===== src/rtl/seg_pkg.sv =====
package seg_pkg;

    localparam int ADDR_W = 32;
    localparam int SEL_W  = 16;
    localparam int IDX_W  = 13;
    localparam int PL_W   = 2;

    typedef enum logic [1:0] {
        ACC_FETCH = 2'd0,
        ACC_READ  = 2'd1,
        ACC_WRITE = 2'd2,
        ACC_RSVD  = 2'd3
    } acc_e;

    typedef enum logic [2:0] {
        FLT_NONE   = 3'd0,
        FLT_ABSENT = 3'd1,
        FLT_INDEX  = 3'd2,
        FLT_PRIV   = 3'd3,
        FLT_TYPE   = 3'd4,
        FLT_LIMIT  = 3'd5
    } fault_e;

    typedef struct packed {
        logic [ADDR_W-1:0] base;
        logic [ADDR_W-1:0] limit;
        logic              present;
        logic [PL_W-1:0]   dpl;
        logic              is_code;
        logic              rw;
    } desc_t;

    typedef struct packed {
        logic [IDX_W-1:0] index;
        logic             use_local;
        logic [PL_W-1:0]  rpl;
    } sel_t;

    function automatic logic [PL_W-1:0] pl_max(input logic [PL_W-1:0] a,
                                               input logic [PL_W-1:0] b);
        return (a > b) ? a : b;
    endfunction

    function automatic logic kind_allowed(input desc_t d, input acc_e k);
        logic ok;
        unique case (k)
            ACC_FETCH: ok = d.is_code;
            ACC_READ:  ok = d.is_code ? d.rw : 1'b1;
            ACC_WRITE: ok = d.is_code ? 1'b0 : d.rw;
            default:   ok = 1'b0;
        endcase
        return ok;
    endfunction

endpackage


===== src/rtl/seg_desc_table.sv =====
module seg_desc_table
    import seg_pkg::*;
#(
    parameter int DEPTH = 8,
    localparam int AW = (DEPTH > 1) ? $clog2(DEPTH) : 1
) (
    input  logic          clk,
    input  logic          rst,
    input  logic          we,
    input  logic [AW-1:0] waddr,
    input  desc_t         wdata,
    input  logic [AW-1:0] raddr,
    output desc_t         rdata
);

    desc_t mem [DEPTH];

    always_ff @(posedge clk) begin
        if (rst) begin
            for (int i = 0; i < DEPTH; i++) mem[i] <= '0;
        end else if (we) begin
            mem[waddr] <= wdata;
        end
    end

    assign rdata = mem[raddr];

    // a write is in the entry on the following cycle
    a_r12_load_lands: assert property (@(posedge clk) disable iff (rst)
        we |=> (mem[$past(waddr)] == $past(wdata)));

endmodule


===== src/rtl/seg_real_map.sv =====
module seg_real_map
    import seg_pkg::*;
(
    input  logic [SEL_W-1:0]  seg,
    input  logic [ADDR_W-1:0] offset,
    output logic [ADDR_W-1:0] lin,
    output fault_e            fault
);

    localparam int SPAN_W = SEL_W + 4;

    logic [SPAN_W-1:0] scaled;

    always_comb begin
        scaled = {seg, 4'b0000};
        lin    = ADDR_W'(scaled) + ADDR_W'(offset[SEL_W-1:0]);
        fault  = (offset[ADDR_W-1:SEL_W] != '0) ? FLT_LIMIT : FLT_NONE;
    end

endmodule


===== src/rtl/seg_rights_check.sv =====
module seg_rights_check
    import seg_pkg::*;
(
    input  desc_t             desc,
    input  logic              idx_in_range,
    input  logic [PL_W-1:0]   rpl,
    input  logic [PL_W-1:0]   cpl,
    input  acc_e              kind,
    input  logic [ADDR_W-1:0] offset,
    output logic [ADDR_W-1:0] lin,
    output fault_e            fault
);

    logic [PL_W-1:0] eff_pl;
    logic            priv_bad;
    logic            kind_bad;
    logic            limit_bad;

    always_comb begin
        eff_pl    = pl_max(cpl, rpl);
        priv_bad  = desc.dpl < eff_pl;
        kind_bad  = !kind_allowed(desc, kind);
        limit_bad = offset > desc.limit;
        lin       = desc.base + offset;

        if (!desc.present)      fault = FLT_ABSENT;
        else if (!idx_in_range) fault = FLT_INDEX;
        else if (priv_bad)      fault = FLT_PRIV;
        else if (kind_bad)      fault = FLT_TYPE;
        else if (limit_bad)     fault = FLT_LIMIT;
        else                    fault = FLT_NONE;
    end

endmodule


===== src/rtl/seg_xlate.sv =====
module seg_xlate
    import seg_pkg::*;
#(
    parameter int TBL_DEPTH = 8,
    localparam int AW = (TBL_DEPTH > 1) ? $clog2(TBL_DEPTH) : 1
) (
    input  logic              clk,
    input  logic              rst,
    input  logic              tbl_we,
    input  logic              tbl_local,
    input  logic [AW-1:0]     tbl_waddr,
    input  logic [31:0]       tbl_base,
    input  logic [31:0]       tbl_limit,
    input  logic              tbl_present,
    input  logic [1:0]        tbl_dpl,
    input  logic              tbl_code,
    input  logic              tbl_rw,
    input  logic              req_valid,
    input  logic              req_prot,
    input  logic [15:0]       req_sel,
    input  logic [31:0]       req_offset,
    input  logic [1:0]        req_acc,
    input  logic [1:0]        req_cpl,
    output logic              rsp_done,
    output logic              rsp_ok,
    output logic [31:0]       rsp_lin,
    output logic [2:0]        rsp_fault
);

    localparam int NUM_TBL = 2;

    sel_t  sel;
    desc_t wdesc;
    desc_t rd [NUM_TBL];
    desc_t picked;
    logic  idx_in_range;

    assign sel   = sel_t'(req_sel);
    assign wdesc = '{base: tbl_base, limit: tbl_limit, present: tbl_present,
                     dpl: tbl_dpl, is_code: tbl_code, rw: tbl_rw};

    for (genvar g = 0; g < NUM_TBL; g++) begin : g_tbl
        seg_desc_table #(.DEPTH(TBL_DEPTH)) i_tbl (
            .clk   (clk),
            .rst   (rst),
            .we    (tbl_we && (tbl_local == (g == 1))),
            .waddr (tbl_waddr),
            .wdata (wdesc),
            .raddr (sel.index[AW-1:0]),
            .rdata (rd[g])
        );
    end

    assign picked       = sel.use_local ? rd[1] : rd[0];
    assign idx_in_range = {19'b0, sel.index} < 32'(TBL_DEPTH);

    logic [31:0] prot_lin;
    fault_e      prot_fault;
    logic [31:0] real_lin;
    fault_e      real_fault;

    seg_rights_check i_chk (
        .desc         (picked),
        .idx_in_range (idx_in_range),
        .rpl          (sel.rpl),
        .cpl          (req_cpl),
        .kind         (acc_e'(req_acc)),
        .offset       (req_offset),
        .lin          (prot_lin),
        .fault        (prot_fault)
    );

    seg_real_map i_real (
        .seg    (req_sel),
        .offset (req_offset),
        .lin    (real_lin),
        .fault  (real_fault)
    );

    fault_e      nxt_fault;
    logic [31:0] nxt_lin;

    always_comb begin
        nxt_fault = req_prot ? prot_fault : real_fault;
        nxt_lin   = (nxt_fault == FLT_NONE) ? (req_prot ? prot_lin : real_lin) : '0;
    end

    always_ff @(posedge clk) begin
        if (rst) begin
            rsp_done  <= 1'b0;
            rsp_ok    <= 1'b0;
            rsp_lin   <= '0;
            rsp_fault <= FLT_NONE;
        end else begin
            rsp_done <= req_valid;
            if (req_valid) begin
                rsp_ok    <= (nxt_fault == FLT_NONE);
                rsp_lin   <= nxt_lin;
                rsp_fault <= nxt_fault;
            end
        end
    end

    // the done pulse follows each strobe by one cycle
    a_r2_done_follows: assert property (@(posedge clk) disable iff (rst)
        req_valid |=> rsp_done);
    a_r2_no_spurious: assert property (@(posedge clk) disable iff (rst)
        !req_valid |=> (!rsp_done && $stable(rsp_fault) && $stable(rsp_lin)));

    // compatibility-mode address within a 64 KB offset
    a_r3_real_sum: assert property (@(posedge clk) disable iff (rst)
        (req_valid && !req_prot && req_offset[31:16] == 16'h0) |=>
            (rsp_ok && rsp_lin == (({16'h0, $past(req_sel)} << 4) + {16'h0, $past(req_offset[15:0])})));

    // top privilege everywhere never yields a privilege fault
    a_r8_full_priv: assert property (@(posedge clk) disable iff (rst)
        (req_valid && req_prot && req_cpl == 2'd0 && req_sel[1:0] == 2'd0) |=>
            (rsp_fault != 3'(FLT_PRIV)));

    // a fault keeps ok low and the address cleared
    a_r11_fault_clears: assert property (@(posedge clk) disable iff (rst)
        rsp_done |-> ((rsp_fault != 3'd0) ? (!rsp_ok && rsp_lin == 32'h0) : rsp_ok));

endmodule


===== config.mk =====
export PLATFORM = sky130hd
export DESIGN_NAME = seg_xlate
export DESIGN_NICKNAME = d
export VERILOG_FILES = /design/src/rtl/seg_pkg.sv /design/src/rtl/seg_desc_table.sv /design/src/rtl/seg_real_map.sv /design/src/rtl/seg_rights_check.sv /design/src/rtl/seg_xlate.sv
export SDC_FILE = /design/constraint.sdc
export NUM_CORES = 2
export LEC_CHECK = 0
export CAP_MARGIN = 20
export CORE_UTILIZATION = 45
export DETAILED_ROUTE_END_ITERATION = 8
export DONT_BUFFER_PORTS = 1
export HOLD_SLACK_MARGIN = 0.1
export SLEW_MARGIN = 15
export SYNTH_ARGS = -nofsm -noshare
export SYNTH_HDL_FRONTEND = slang
export SYNTH_SLANG_ARGS = --single-unit

===== constraint.sdc =====
create_clock -name clk -period 11.17 [get_ports clk]
set_clock_uncertainty 0.15 [all_clocks]
set_input_delay 1.117 -clock clk [delete_from_list [all_inputs] [get_ports clk]]
set_output_delay 1.117 -clock clk [all_outputs]
set_load 0.02 [all_outputs]

-- Word level (Yosys, flattened, before mapping)
Memories as Yosys holds them, arrays and structs flattened.
Cells that the tools add are included.
- memories: 2
- register bits after elaboration: 37
- output and inout bits: 37
- bits in read-only memories: 0
- latch bits: 0
- input port bits: 130
- memory bits (writable): 1104
- word-level logic and storage cells: 50
- memories (name ; depth ; width ; rd ports ; clocked after Yosys merged registers in ; write ports ; RTL line ; RTL):
    g_tbl[0].i_tbl.mem ; 8 ; 69 ; 1 ; 0 ; 8 ; seg_desc_table.sv:16 ; desc_t mem [DEPTH];
    g_tbl[1].i_tbl.mem ; 8 ; 69 ; 1 ; 0 ; 8 ; seg_desc_table.sv:16 ;
- shift-type cells: 0
- div/mod/pow operators: 0
- multiplexer cells: 28
- order comparisons: 4
- bitwise logic cells: 1
- eq/ne operators: 2
- reduce and logical (&&, ||, !) cells: 7
- multipliers: 0
- $add $sub $neg: 2
- operators by type and width (kind ; number):
    two-way mux 69 bit ; 3
    OR reduction 69 bit ; 2
    two-way mux 32 bit ; 2
    adder 32 bit ; 1
    > comparator 32 bit ; 1
    two-way mux 3 bit ; 9
    adder 20 x 16 -> 21 bit ; 1
    nonzero test 16 bit ; 1
    < comparator 13 x 4 -> 1 bit (second input constant) ; 1
    two-way mux 1 bit ; 12
    logical NOT 3 bit ; 1
    one-hot mux 1 bit (3 select lines) ; 1
    equality test 2 x 1 -> 1 bit (second input constant) ; 1
    equality test 2 bit (second input constant) ; 1
    > comparator 2 bit ; 1
    logical AND 1 bit ; 2
    logical NOT 2 bit ; 1
    < comparator 2 bit ; 1
    two-way mux 2 bit ; 1
    inverter 1 bit ; 1

-- Longest topological paths before layout
An unclocked memory read counts as a cell.
- depth in word-level cells: 11
- mapped depth: 19
- depth with buffers taken out: 13

-- Modules after synthesis
From an unflattened synthesis, not the netlist that was laid out.
- cells, all modules: 3876
- area, all modules: 55061.6 um^2
- modules (own cells, without submodules) (module ; seq. area each (um^2) ; instances ; cells each ; area an instance (um^2)):
    seg_desc_table at g_tbl[1].i_tbl ; 16575.9 ; 1 ; 1558 ; 24337.1
    seg_desc_table at g_tbl[0].i_tbl ; 16575.9 ; 1 ; 1558 ; 24329.6
    seg_xlate ; 740.7 ; 1 ; 248 ; 2825.2
    seg_rights_check ; 0.0 ; 1 ; 405 ; 2778.9
    seg_real_map ; 0.0 ; 1 ; 107 ; 790.8

-- Least setup slack after synthesis
Ideal clock, no wire load.
- path kind: in2reg
- start: input req_sel[3]
- end: register rsp_lin[30]
- cell stages on the path: 18
- arrival: 6109 ps
- library setup time: 117 ps
- data required time: 10903 ps
- slack: 4794 ps
- buffers on the path: 5
- cell sequence: buf_4 buf_6 buf_2 buf_2 buf_1 mux4_2 mux4_2 ha_1 fa_1 a211oi_2 o21ai_1 a2111oi_4 or4b_4 a21oi_2 o211a_1 o31a_1 or3_1 a32o_1
- longest elaborated chain between the ends: 11
- elaborated cells between the ends (all ways): 19
- those cells by class: 1 x add/sub; 3 x order compare; 12 x mux; 1 x reduce/logical; 2 x memory
- RTL lines (item ; RTL line ; RTL):
    from (decl) ; seg_xlate.sv:20 ; input logic [15:0] req_sel,
    memory read (8 x 69 bit) ; - ;
    two-way mux 69 bit ; seg_xlate.sv:54 ; assign picked = sel.use_local ? rd[1] : rd[0];
    > comparator 32 bit (tied with other cells) ; seg_rights_check.sv:23 ; limit_bad = offset > desc.limit;
    two-way mux 3 bit / one-hot mux 1 bit (3 select lines) (equally long branches) ; seg_rights_check.sv:30, seg_pkg.sv:46 ;
    two-way mux 3 bit ; seg_rights_check.sv:29 ; else if (kind_bad) fault = FLT_TYPE;
    two-way mux 3 bit ; seg_rights_check.sv:28 ; else if (priv_bad) fault = FLT_PRIV;
    two-way mux 3 bit ; seg_rights_check.sv:27 ; else if (!idx_in_range) fault = FLT_INDEX;
    two-way mux 3 bit ; seg_rights_check.sv:26 ; if (!desc.present) fault = FLT_ABSENT;
    two-way mux 3 bit ; seg_xlate.sv:84 ; nxt_fault = req_prot ? prot_fault : real_fault;
    logical NOT 3 bit ; seg_xlate.sv:85 ; nxt_lin = (nxt_fault == FLT_NONE) ? (req_prot ? prot_lin : real_lin) : '0;
    two-way mux 32 bit (*) ; seg_xlate.sv:85 ;
    to (signal assigned) ; seg_xlate.sv:98 ; rsp_lin <= nxt_lin;
    to (decl) ; seg_xlate.sv:26 ; output logic [31:0] rsp_lin,
Mark *: on every way between the ends. The rest lies on a longest branch, timed or not.
A chain may end at the register's enable or synchronous reset.

-- Worst setup path after layout
Same ends and word-level chain as after synthesis.

==> flow_metrics.py <==
metrics = {
    "status": {
        "outcome": "completed",
    },
    "run": {
        "maxCapViolCount": 0,
    },
    "finish": {
        "fin_nets": 3571,
        "layout-drive-gt1-share": 0.175,
        "areaGrowthSynthToFinish_pct": 9.80,
        "design_area_um2": 59000,
        "num-fill-cells": 9786,
    },
    "sta": {
        "finalCritPeriodShare": 0.461,
        "slew_headroom": 0.272,
        "hold_viol_final": 0,
        "finalSetupViolations": 0,
        "maxSlewViolCount": 0,
        "rsz0062_at_grt": "no",
        "setup-tns-final_ps": 0,
        "max_freq_mhz": 194,
        "worst_pin_slew_ps": 1090,
        "fin_hold_ws_ps": 317,
        "fin_crit_ps": 5150,
    },
    "floorplanning": {
        "core-area_um2": 118000,
        "rows": 126,
        "fp.dieH_um": 347,
        "initial_core_util": 0.454,
        "die_x_um": 347,
        "dieArea_um2": 121000,
        "io_pins": 167,
    },
    "global_routing": {
        "grt.met3_usage": 0.0890,
        "grtUsageMet1": 0.388,
        "grt_pass1_vias": 31200,
        "grt-ovfl-total": 0,
        "grt_pass1_wl_um": 235000,
        "use_met2": 0.429,
        "grt_max_degree": 278,
        "antenna_found_initial": 22,
        "track_usage": 0.280,
        "grt_busiest_layer": "met2",
    },
    "power": {
        "power_leakage_nw": 20.3,
        "p_int_mw": 7.62,
        "seq_power_share": 0.505,
        "clockPowerShare": 0.404,
        "netSwitchingFraction": 0.230,
        "ir_worst_vdd_mv": 0.152,
        "p_comb_frac": 0.091,
        "p_sw_mw": 2.27,
        "power.density_nw_per_um2": 168,
        "p_total_mw": 9.90,
    },
    "critical_path": {
        "worstPathRequired_ps": 11640,
        "max_stage_delay_ps": 670,
        "cp-start-kind": "primary input",
        "slowest_stage": "a2111oi_4",
        "worstPathMaxFanout": 277,
        "worst-path-buf-inv": 0,
        "cpMostUsedCell": "mux4_2",
        "critical_path_class": "in -> reg",
        "endpoint_kind": "flip-flop",
        "critical_path.top_delay_family": "compound AO/OA/AOI/OAI gates",
        "path_cells": "mux4_2 -> mux4_2 -> ha_1 -> fa_1 -> a211oi_2 -> o21ai_1 -> a2111oi_4 -> or4b_4 -> a21oi_2 -> o211a_1 -> o31a_1 -> or3_1 -> a32o_1",
        "critPathArrivalTime_ps": 5630,
    },
    "clocking": {
        "postCtsSetupBuffers": 0,
        "cts_inserted_buffers": 121,
        "cts_sinks": 1141,
        "clock_latency_ps": 740,
        "hold_buffers": 0,
        "clk_root_buffer_cell": "clkbuf_16",
        "cts_resized": 0,
        "clock_path_buffers": 3,
        "cts_tree": "yes",
        "cts_max_level": 3,
        "clk_pin_slew_ps": 60,
    },
    "routing": {
        "routedWlPerCell_um": 33.7,
        "wl_um": 169000,
        "num_vias": 31000,
        "drt-pass1-iter-count": 6,
        "drtAntennaViolNets": 0,
        "drt-initial-drc-count": 4406,
        "drcViolationCount": 0,
        "via_per_inst": 6.20,
    },
    "synth": {
        "synth_cells": 3464,
        "yosysMostFrequentCell": "and2_1",
        "async_flop_share": 0,
        "ys_top_cells_by_area": "edfxtp_1, mux4_2, and2_1, ha_1, clkbuf_1",
        "ys.flop_type": "edfxtp_1",
        "ys_warn_count": 0,
        "syn-mean-instance-area_um2": 15.5,
        "syn-cell-area_um2": 53700,
        "synthesis.nets": 3675,
        "yosysTopAreaCell": "edfxtp_1",
        "synth_top_area_frac": 0.617,
        "ys_seq_area_frac": 0.631,
        "synth_cell_types": 67,
        "synth_common_cells": "and2_1, edfxtp_1, mux4_2",
        "synth_seq_cells": 1141,
        "synth_edf_count": 1104,
    },
    "place": {
        "portBuffers": 0,
        "gp_congestion": 0.959,
        "dpl.hpwl_um": 88800,
        "placed_area_um2": 55000,
    },
    "worst_hold_path": {
        "hp-class": "in -> reg",
    },
}
metal layers:
| layer | vias to the layer above | wire, µm |
|---|---|---|
| li1 | 12700 | - |
| met1 | 16200 | 65900 |
| met2 | 1829 | 76900 |
| met3 | 289 | 21900 |
| met4 | 24 | 3910 |
| met5 | - | 154 |
cells by family after synthesis:
group           after synthesis  synth area share
buf+inv                     313            0.0228
compound gates              193            0.0233
fa+ha+maj                    81            0.0192
xor+xnor                     36           0.00587
simple gates               1342             0.151
mux                         358             0.146
flops                      1141             0.631
area by class of cell:
cell class / instances / area, µm² / share of cell area
antenna: 12 / 30.0 / 0.000509
clock buffer: 160 / 3240 / 0.0549
clock inverter: 60 / 647 / 0.0110
inverter: 40 / 150 / 0.00255
multi-input combinational: 2010 / 18700 / 0.318
sequential: 1141 / 33900 / 0.575
tap: 1536 / 1920 / 0.0326
timing repair buffer: 46 / 345 / 0.00586
cells in the final DEF, fill, tap and decap left out, types with 5 or more instances in the layout:
master     count
and2_1      1108
edfxtp_1    1104
mux4_2       342
clkbuf_16    122
ha_1          79
a21oi_1       60
nand2_1       57
buf_4         46
inv_1         40
nor2_1        39
o21ai_0       38
dfxtp_1       37
clkbuf_1      34
xor2_1        20
clkinv_1      20
nand3_1       17
clkinv_2      17
or2_4         16
nor3_1        16
xnor2_1       16
nand2b_1      15
mux2i_1       14
nor2b_1       13
nor2_4        13
nand4_1       13
o21ai_1       13
diode_2       12
o21a_1        12
bufinv_16     12
a31oi_1       10
a21o_1         9
a22o_1         9
nor4_1         8
or3_1          6
nor3_2         5
flip-flops by register name (all words and copies together), names as in the netlist:
name,count
g_tbl.i_tbl.mem,1104
rsp_done,1
rsp_fault,3
rsp_lin,32
rsp_ok,1
power by group through the flow:
stage | registers, mW | clock network, mW | logic [mW]
final | 5.00 | 4.00 | 0.900
after global routing | 5.02 | 4.19 | 0.943
after detailed placement | 5.09 | 0 | 0.884
after CTS | 5.00 | 4.04 | 0.888
after floorplan | 5.06 | 0 | 0.672
after global placement | 5.07 | 0 | 0.873
per-stage QoR:
step	utilization	worst slack (ps)	std cells
after detailed placement	0.466	5420	4773
after CTS	0.498	6180	4993
after global routing	0.498	5970	4994
after global placement	0.466	5320	4773
after floorplan	-	4790	3464
final	0.499	6020	5005
path summary, 6_finish.rpt:
check | start | to | slack [ps] | cells after the start
setup / recovery | req_sel[3] | rsp_lin[30] | 6020 | 13
hold / removal | rst | rsp_fault[0] | 320 | 1
setup reg to reg | g_tbl[1].i_tbl.mem[6][37] | rsp_lin[30] | 6230 | 13
hold reg to reg | rsp_lin[8] | rsp_lin[8] | 410 | 2
Power figures use the tool's default switching activity.
